--- src/rtl/shift_add_mult_pkg.sv ---
package shift_add_mult_pkg;
  // strobes from the sequencer to the datapath
  typedef struct packed {
    logic load;    // capture magnitudes, seed shared register
    logic step;    // one conditional add and right shift
    logic finish;  // apply sign, publish result words
  } mulCtrl_t;

  typedef enum logic [1:0] {
    ST_IDLE = 2'd0,
    ST_RUN  = 2'd1,
    ST_FIX  = 2'd2
  } mulState_t;
endpackage

--- src/rtl/mul_datapath.sv ---
module mul_datapath
  import shift_add_mult_pkg::*;
#(
  parameter int WIDTH = 32
) (
  input  logic             clk,
  input  logic             rstN,
  input  mulCtrl_t         ctrl,
  input  logic             signedMode,
  input  logic [WIDTH-1:0] opA,
  input  logic [WIDTH-1:0] opB,
  output logic [WIDTH-1:0] resHi,
  output logic [WIDTH-1:0] resLo
);
  localparam int PW = 2 * WIDTH;

  logic             aNeg, bNeg;
  logic [WIDTH-1:0] aMag, bMag;
  logic [WIDTH-1:0] mcand;
  logic [PW-1:0]    prodReg;
  logic             negFlag;
  logic [WIDTH:0]   sum;
  logic [PW-1:0]    fixed;

  // magnitude conversion; the most negative value maps to itself,
  // which is its correct unsigned magnitude
  always_comb begin
    aNeg = signedMode & opA[WIDTH-1];
    bNeg = signedMode & opB[WIDTH-1];
    aMag = aNeg ? (~opA + WIDTH'(1)) : opA;
    bMag = bNeg ? (~opB + WIDTH'(1)) : opB;
  end

  // the single adder: upper half plus gated multiplicand, carry kept
  always_comb begin
    sum = {1'b0, prodReg[PW-1:WIDTH]} + {1'b0, (prodReg[0] ? mcand : '0)};
  end

  always_comb begin
    fixed = negFlag ? (~prodReg + PW'(1)) : prodReg;
  end

  always_ff @(posedge clk or negedge rstN) begin
    if (!rstN) begin
      mcand   <= '0;
      prodReg <= '0;
      negFlag <= 1'b0;
      resHi   <= '0;
      resLo   <= '0;
    end else begin
      if (ctrl.load) begin
        mcand   <= aMag;
        prodReg <= {{WIDTH{1'b0}}, bMag};
        negFlag <= aNeg ^ bNeg;
      end else if (ctrl.step) begin
        prodReg <= {sum, prodReg[WIDTH-1:1]};
      end
      if (ctrl.finish) begin
        resHi <= fixed[PW-1:WIDTH];
        resLo <= fixed[WIDTH-1:0];
      end
    end
  end
endmodule

--- src/rtl/mul_control.sv ---
module mul_control
  import shift_add_mult_pkg::*;
#(
  parameter int WIDTH = 32
) (
  input  logic     clk,
  input  logic     rstN,
  input  logic     start,
  output mulCtrl_t ctrl,
  output logic     busy,
  output logic     done
);
  localparam int CNT_W = (WIDTH > 1) ? $clog2(WIDTH) : 1;
  localparam logic [CNT_W-1:0] LAST_STEP = CNT_W'(WIDTH - 1);

  mulState_t        state;
  logic [CNT_W-1:0] stepCnt;
  logic             doneReg;

  always_comb begin
    ctrl.load   = (state == ST_IDLE) && start;
    ctrl.step   = (state == ST_RUN);
    ctrl.finish = (state == ST_FIX);
  end

  always_ff @(posedge clk or negedge rstN) begin
    if (!rstN) begin
      state   <= ST_IDLE;
      stepCnt <= '0;
      doneReg <= 1'b0;
    end else begin
      doneReg <= (state == ST_FIX);
      case (state)
        ST_IDLE: if (start) begin
          state   <= ST_RUN;
          stepCnt <= '0;
        end
        ST_RUN: begin
          stepCnt <= stepCnt + CNT_W'(1);
          if (stepCnt == LAST_STEP) state <= ST_FIX;
        end
        ST_FIX:  state <= ST_IDLE;
        default: state <= ST_IDLE;
      endcase
    end
  end

  assign busy = (state != ST_IDLE);
  assign done = doneReg;
endmodule

--- src/rtl/shift_add_mult.sv ---
module shift_add_mult
  import shift_add_mult_pkg::*;
#(
  parameter int WIDTH = 32
) (
  input  logic             clk,
  input  logic             rstN,
  input  logic             start,
  input  logic             signedMode,
  input  logic [WIDTH-1:0] opA,
  input  logic [WIDTH-1:0] opB,
  output logic             busy,
  output logic             done,
  output logic [WIDTH-1:0] resHi,
  output logic [WIDTH-1:0] resLo
);
  mulCtrl_t ctrl;

  mul_control #(.WIDTH(WIDTH)) u_ctrl (
    .clk   (clk),
    .rstN  (rstN),
    .start (start),
    .ctrl  (ctrl),
    .busy  (busy),
    .done  (done)
  );

  mul_datapath #(.WIDTH(WIDTH)) u_dp (
    .clk        (clk),
    .rstN       (rstN),
    .ctrl       (ctrl),
    .signedMode (signedMode),
    .opA        (opA),
    .opB        (opB),
    .resHi      (resHi),
    .resLo      (resLo)
  );
endmodule

--- config.mk ---
export PLATFORM = sky130hd
export DESIGN_NAME = shift_add_mult
export DESIGN_NICKNAME = d
export VERILOG_FILES = /design/src/rtl/shift_add_mult_pkg.sv /design/src/rtl/mul_datapath.sv /design/src/rtl/mul_control.sv /design/src/rtl/shift_add_mult.sv
export SDC_FILE = /design/constraint.sdc
export NUM_CORES = 1
export LEC_CHECK = 0
export BUFFER_PORTS_ARGS = -buffer_cell sky130_fd_sc_hd__buf_4
export CELL_PAD_IN_SITES_DETAIL_PLACEMENT = 2
export CELL_PAD_IN_SITES_GLOBAL_PLACEMENT = 2
export CORE_AREA = 2 2 180 182
export DETAILED_ROUTE_END_ITERATION = 16
export DIE_AREA = 0 0 182 184
export GPL_TIMING_DRIVEN = 0
export PLACE_DENSITY = 0.89
export SETUP_SLACK_MARGIN = 0.4
export SYNTH_ARGS = -nofsm -noshare
export SYNTH_HDL_FRONTEND = slang
export SYNTH_SLANG_ARGS = --single-unit
--- constraint.sdc ---
create_clock -name clk -period 4.02 [get_ports clk]
set_clock_uncertainty 0.15 [all_clocks]
set_input_delay 0.201 -clock clk [delete_from_list [all_inputs] [get_ports clk]]
set_output_delay 0.201 -clock clk [all_outputs]
set_load 0.02 [all_outputs]
# Yosys cells after proc, flatten, opt, wreduce, memory -nomap -nowiden
# Cells that the tools add are included.
# totals
ff_bits	169
out_inout_bits	66
input_bits	68
elab_cells	42
# op_classes
add_sub_neg	5
eq_ne	5
reduce_logical	7
n_mux	11
bitwise	6
# op_table
cell	n
two-way mux 64 bit	3
two-way mux 32 bit	3
adder 32 x 1 -> 32 bit (second input constant)	2
adder 64 x 1 -> 64 bit (second input constant)	1
NOT 32 bit	2
NOT 64 bit	1
adder 32 x 32 -> 33 bit	1
one-hot mux 5 bit (2 select lines)	1
nonzero test 2 bit	3
adder 5 x 1 -> 5 bit (second input constant)	1
== test 5 bit (second input constant)	1
two-way mux 5 bit	1
two-way mux 2 bit	2
one-hot mux 2 bit (2 select lines)	1
AND reduction 2 bit	2
AND 1 bit	2
== test 2 x 1 -> 1 bit (second input constant)	1
== test 2 bit (second input constant)	1
logical NOT 2 bit	1
!= test 2 x 1 -> 1 bit (second input constant)	1
!= test 2 bit (second input constant)	1
logical AND 1 bit	1
bitwise XOR 1 bit	1

# Longest topological paths before layout
# logic_depth
ltp_word	4
ltp_mapped	13
depth_no_buf	11

# Hierarchy
# Synthesis repeated with hierarchy kept, for this count alone.
# hier_totals
cells_unflattened	1276
hier_area_um2	11064.4
# by_module_without_submodules
mod	n_inst	cells_each	area_each_um2	seq_area_each_um2
mul_datapath	1	1243	10685.2	4028.9
mul_control	1	33	379.1	200.2

# Worst setup path before layout
# No wires, ideal clock.
# synth_timing
path_type	reg-to-reg
from	register u_dp.prodReg[0]
to	register u_dp.prodReg[49]
t_arrival_ns	2.974
synth_period_minus_slack_ns	3.245
setup_slack_ns	0.775
path_stages_with_launch	14
required_ns	3.748
setup_ns	0.122
cell_sequence	dfrtp_1 > clkbuf_1 > clkbuf_1 > and2_1 > ha_1 > inv_1 > fa_1 > nor2b_1 > o2111ai_1 > a211oi_1 > o21bai_1 > a2111oi_0 > mux2i_1 > nand2_1
# synth_via
elab_chain_len	4
# synth_rtl
element	line	rtl
start, declared	mul_datapath.sv:20	logic [PW-1:0] prodReg;
start signal, assigned	mul_datapath.sv:53	prodReg <= {{WIDTH{1'b0}}, bMag};
start signal, assigned	mul_datapath.sv:56	prodReg <= {sum, prodReg[WIDTH-1:1]};
two-way mux 32 bit	mul_datapath.sv:36	sum = {1'b0, prodReg[PW-1:WIDTH]} + {1'b0, (prodReg[0] ? mcand : '0)};
adder 32 x 32 -> 33 bit	mul_datapath.sv:36	
two-way mux 64 bit	mul_datapath.sv:55	end else if (ctrl.step) begin
two-way mux 64 bit	mul_datapath.sv:51	if (ctrl.load) begin
# No other way between the ends. The select of a mux whose other input is x is not followed.
# A chain may end at the register's enable or synchronous reset.

# Final worst setup path
# layout_timing
from	register u_dp.prodReg[0]
to	register u_dp.prodReg[57]
# The elaborated chain is that of the path after synthesis.

==> impl_results.md <==
- Core area: between 0.03 and 0.04 sq mm
- FF-to-FF Start: u_dp.prodReg[0]
- Critical path type: reg -> reg
- Status: complete, no violations
- 1st-iter DRT viols: slightly below 800
- Flops & latches, synth: 169
- HPWL after DPL: 32.0 mm
- Combinational fraction of design power: 0.519
- Longest Clk Path Bufs: 2
- Vias per cell: ~5.9
- Hold Path Depth: 4
- Relative slew slack: 0.431
- Synthesized net count: between 1k and 1.5k
- Power Total: 10.1 mW
- Net Sw Frac: 0.510
- DR pass1 iterations: 5
- Largest net degree at the start of global routing: 93
- Clock share of power: 0.162
- Leakage: just under 6 nW
- Maximum vdd drop: 388 uV
- IO Count: 134
- Seq pwr share: 0.320
- Die area: 0.0335 sq mm
- Clock latency on the worst-skew pair: 480 ps
- Cell taking the most area after synthesis: dfrtp_1
- Register-to-Register Path Depth: 12
- Setup TNS: 0 ps
- Number of enable flip-flop cells after synthesis: 0
- WL per Instance: around 26 um
- RR Endpoint: u_dp.prodReg[57]
- Total grt overflow: 0
- Yosys warning total: 0
- H-tree depth: 4
- FILL cells: 3423
- Initial antenna violation count: 3
- Hold EP: u_dp.prodReg[3]
- DRC: 0
- FF-to-FF setup slack: 440 ps
- Nets: 1602
- RSZ-0062 raised after global routing: yes
- CTS sink cnt: 169
- CP Max Fanout: 10
- Core Rows: 65
- Minimum clock period: about 3600 ps
- Initial core utilization: 0.346
- Antenna Nets Post-Route: 0
- Seq/Total Area, Yosys: 0.389
- Max Clk Rate: 280 MHz
- Crit path DAT: 3750 ps
- PD cells: 737 mW/mm^2
- Port bufs: about 130
- CTS Buf Count: 17
- DIE WIDTH: between 150 and 200 um
- Final setup violation count: 0
- Share of layout cells above drive strength 1: 0.139
- Slew Limit Fails: 0
- First-pass GRT wire length: 75.9 mm
- Final setup margin: 442 ps
- All-Layer GR Usage: 0.294
- CTS tree: yes
- Max Cap Viol: 0
- Syn Inst Count: 1274
- Worst setup SP type: register
- Dpl ws: -183 ps
- Final GP Congestion: 0.911
- Period utilization: 0.890
- Avg Synthesized Cell Area: between 8 and 9 sq um
- CTS clk-pin slew, worst paths: ~80 ps
- Synth cell types: 67
- Vias in the first global route: 12.6k
- Synth area leaders: dfrtp_1, xor2_1, o21ai_0, nand2_1, ha_1
- Crit path capture type: register
- Share of Yosys cell area claimed by the top area cell type: 0.389
- WL final: 48.8 mm
- Worst hold start: opB[1]
- Top FF cell, synth: dfrtp_1
- Die Ht: 184 um
- Mapped Area: 0.0109 sq mm
- Actual slew at the worst max-slew pin: 846 ps
- Top cells by count, synth: nand2_1, o21ai_0, dfrtp_1, xor2_1, clkbuf_1
- Design internal power: about 5.0 mW
- Worst Hold Class: in -> reg
- Via Count: 11.3k
- Root Driver: clkbuf_16
- Async S/R FF share, synth: 1.00
- Top-count cell post-synth: nand2_1
- Final hold violations: 0
- Net Switching: 5.15 mW
- Area growth, synth to finish: 26.1%
- Critical Path RT: 4190 ps
-- placed cells by master (no fill, tap or decap), types with 9 or more instances in the layout --
cell and n:
a21oi_1 49, a22oi_1 30, and2_1 38, buf_4 136, clkbuf_1 57, clkbuf_16 17
dfrtp_1 169, dlygate4sd3_1 65, ha_1 37, inv_1 25, nand2_1 202, nand2b_1 9
nand3_1 26, nor2_1 48, nor3_1 24, o21ai_0 183, o21ai_1 33, o31ai_1 33
or3_1 18, or4_1 14, xnor2_1 38, xor2_1 109
-- stage by stage --
step	utilization	hold WS, ps	area, sq um	std cells
finish	0.437	78.6	13700	1913
global route	0.437	120	13700	1913
CTS	0.435	0.891	13600	1909
detailed placement	0.395	62.4	12400	1810
global placement	0.394	306	12400	1809
floorplan	-	-245	10900	1274
-- critical path, cell delays in order (launching register included) --
cell and delay, ps:
dfrtp_1 370, clkbuf_4 210, buf_1 220, and2_1 230
ha_1 280, clkbuf_2 190, nand2_1 180, or4_1 570
o22ai_2 190, a211o_1 210, o21ai_0 160, xor2_1 300
o21ai_0 150
-- sequential cells by signal, indices dropped and copies added, names as in the netlist --
register / count
u_dp.resLo: 32
u_dp.resHi: 32
u_dp.negFlag: 1
u_dp.mcand: 32
u_ctrl.done: 1
u_ctrl.state: 2
u_dp.prodReg: 64
u_ctrl.stepCnt: 5
-- how the worst max path moves through the flow --
| stage | end | cells after the start | from | slack [ps] |
|---|---|---|---|---|
| global route | u_dp.prodReg[60] | 12 | u_dp.prodReg[0] | 340 |
| floorplan | u_dp.prodReg[49] | 13 | u_dp.prodReg[0] | 770 |
| CTS | u_dp.prodReg[49] | 13 | u_dp.prodReg[0] | 390 |
| global placement | u_dp.prodReg[55] | 13 | u_dp.prodReg[0] | -100 |
| detailed placement | u_dp.prodReg[55] | 13 | u_dp.prodReg[0] | -180 |
| finish | u_dp.prodReg[57] | 12 | u_dp.prodReg[0] | 440 |
-- what timing repair did --
item / in CTS / in global routing
setup endpoints to repair: 20 / 24
resized for setup: 12 / 17
pin swaps: 1 / 4
hold buffers: 65 / 0
hold endpoints to repair: 140 / 0
setup buffers: 2 / 2
-- kinds of logic after synthesis --
logic type               synth area share
multiplexers                      0.00288
adder cells (fa/ha/maj)            0.0444
buffers and inverters              0.0329
XOR/XNOR                            0.118
flip-flops                          0.389
AO/OA/AOI/OAI                       0.219
AND/OR/NAND/NOR                     0.193
-- final cells by class --
type	count	area, sq um	share of cell area
tap	402	503	0.0367
sequential	169	4230	0.308
antenna	2	5.00	0.000365
multi-input combinational	1010	6350	0.463
timing repair buffer	203	1710	0.125
inverter	25	93.8	0.00684
buffer	70	275	0.0201
clock buffer	18	429	0.0313
clock inverter	14	114	0.00830
-- routing by layer --
layer  up-vias  global-route usage  part of all wire
met4         0               0.111             0.035
li1       4964                   -                 -
met2       440               0.515              0.50
met5         -                   0                 0
met3       122              0.0592             0.057
met1      5735               0.356              0.41
-- power by group through the flow --
stage	sequential, mW	combinational [mW]	clock (mW)
2_1_floorplan	2.88	3.12	0
3_3_place_gp	3.07	4.37	0
3_5_place_dp	3.14	4.68	0
4_1_cts	3.13	4.91	1.64
5_1_grt	3.27	5.67	1.71
6_report	3.23	5.24	1.64
No activity file was read; power rests on OpenSTA's default activity.
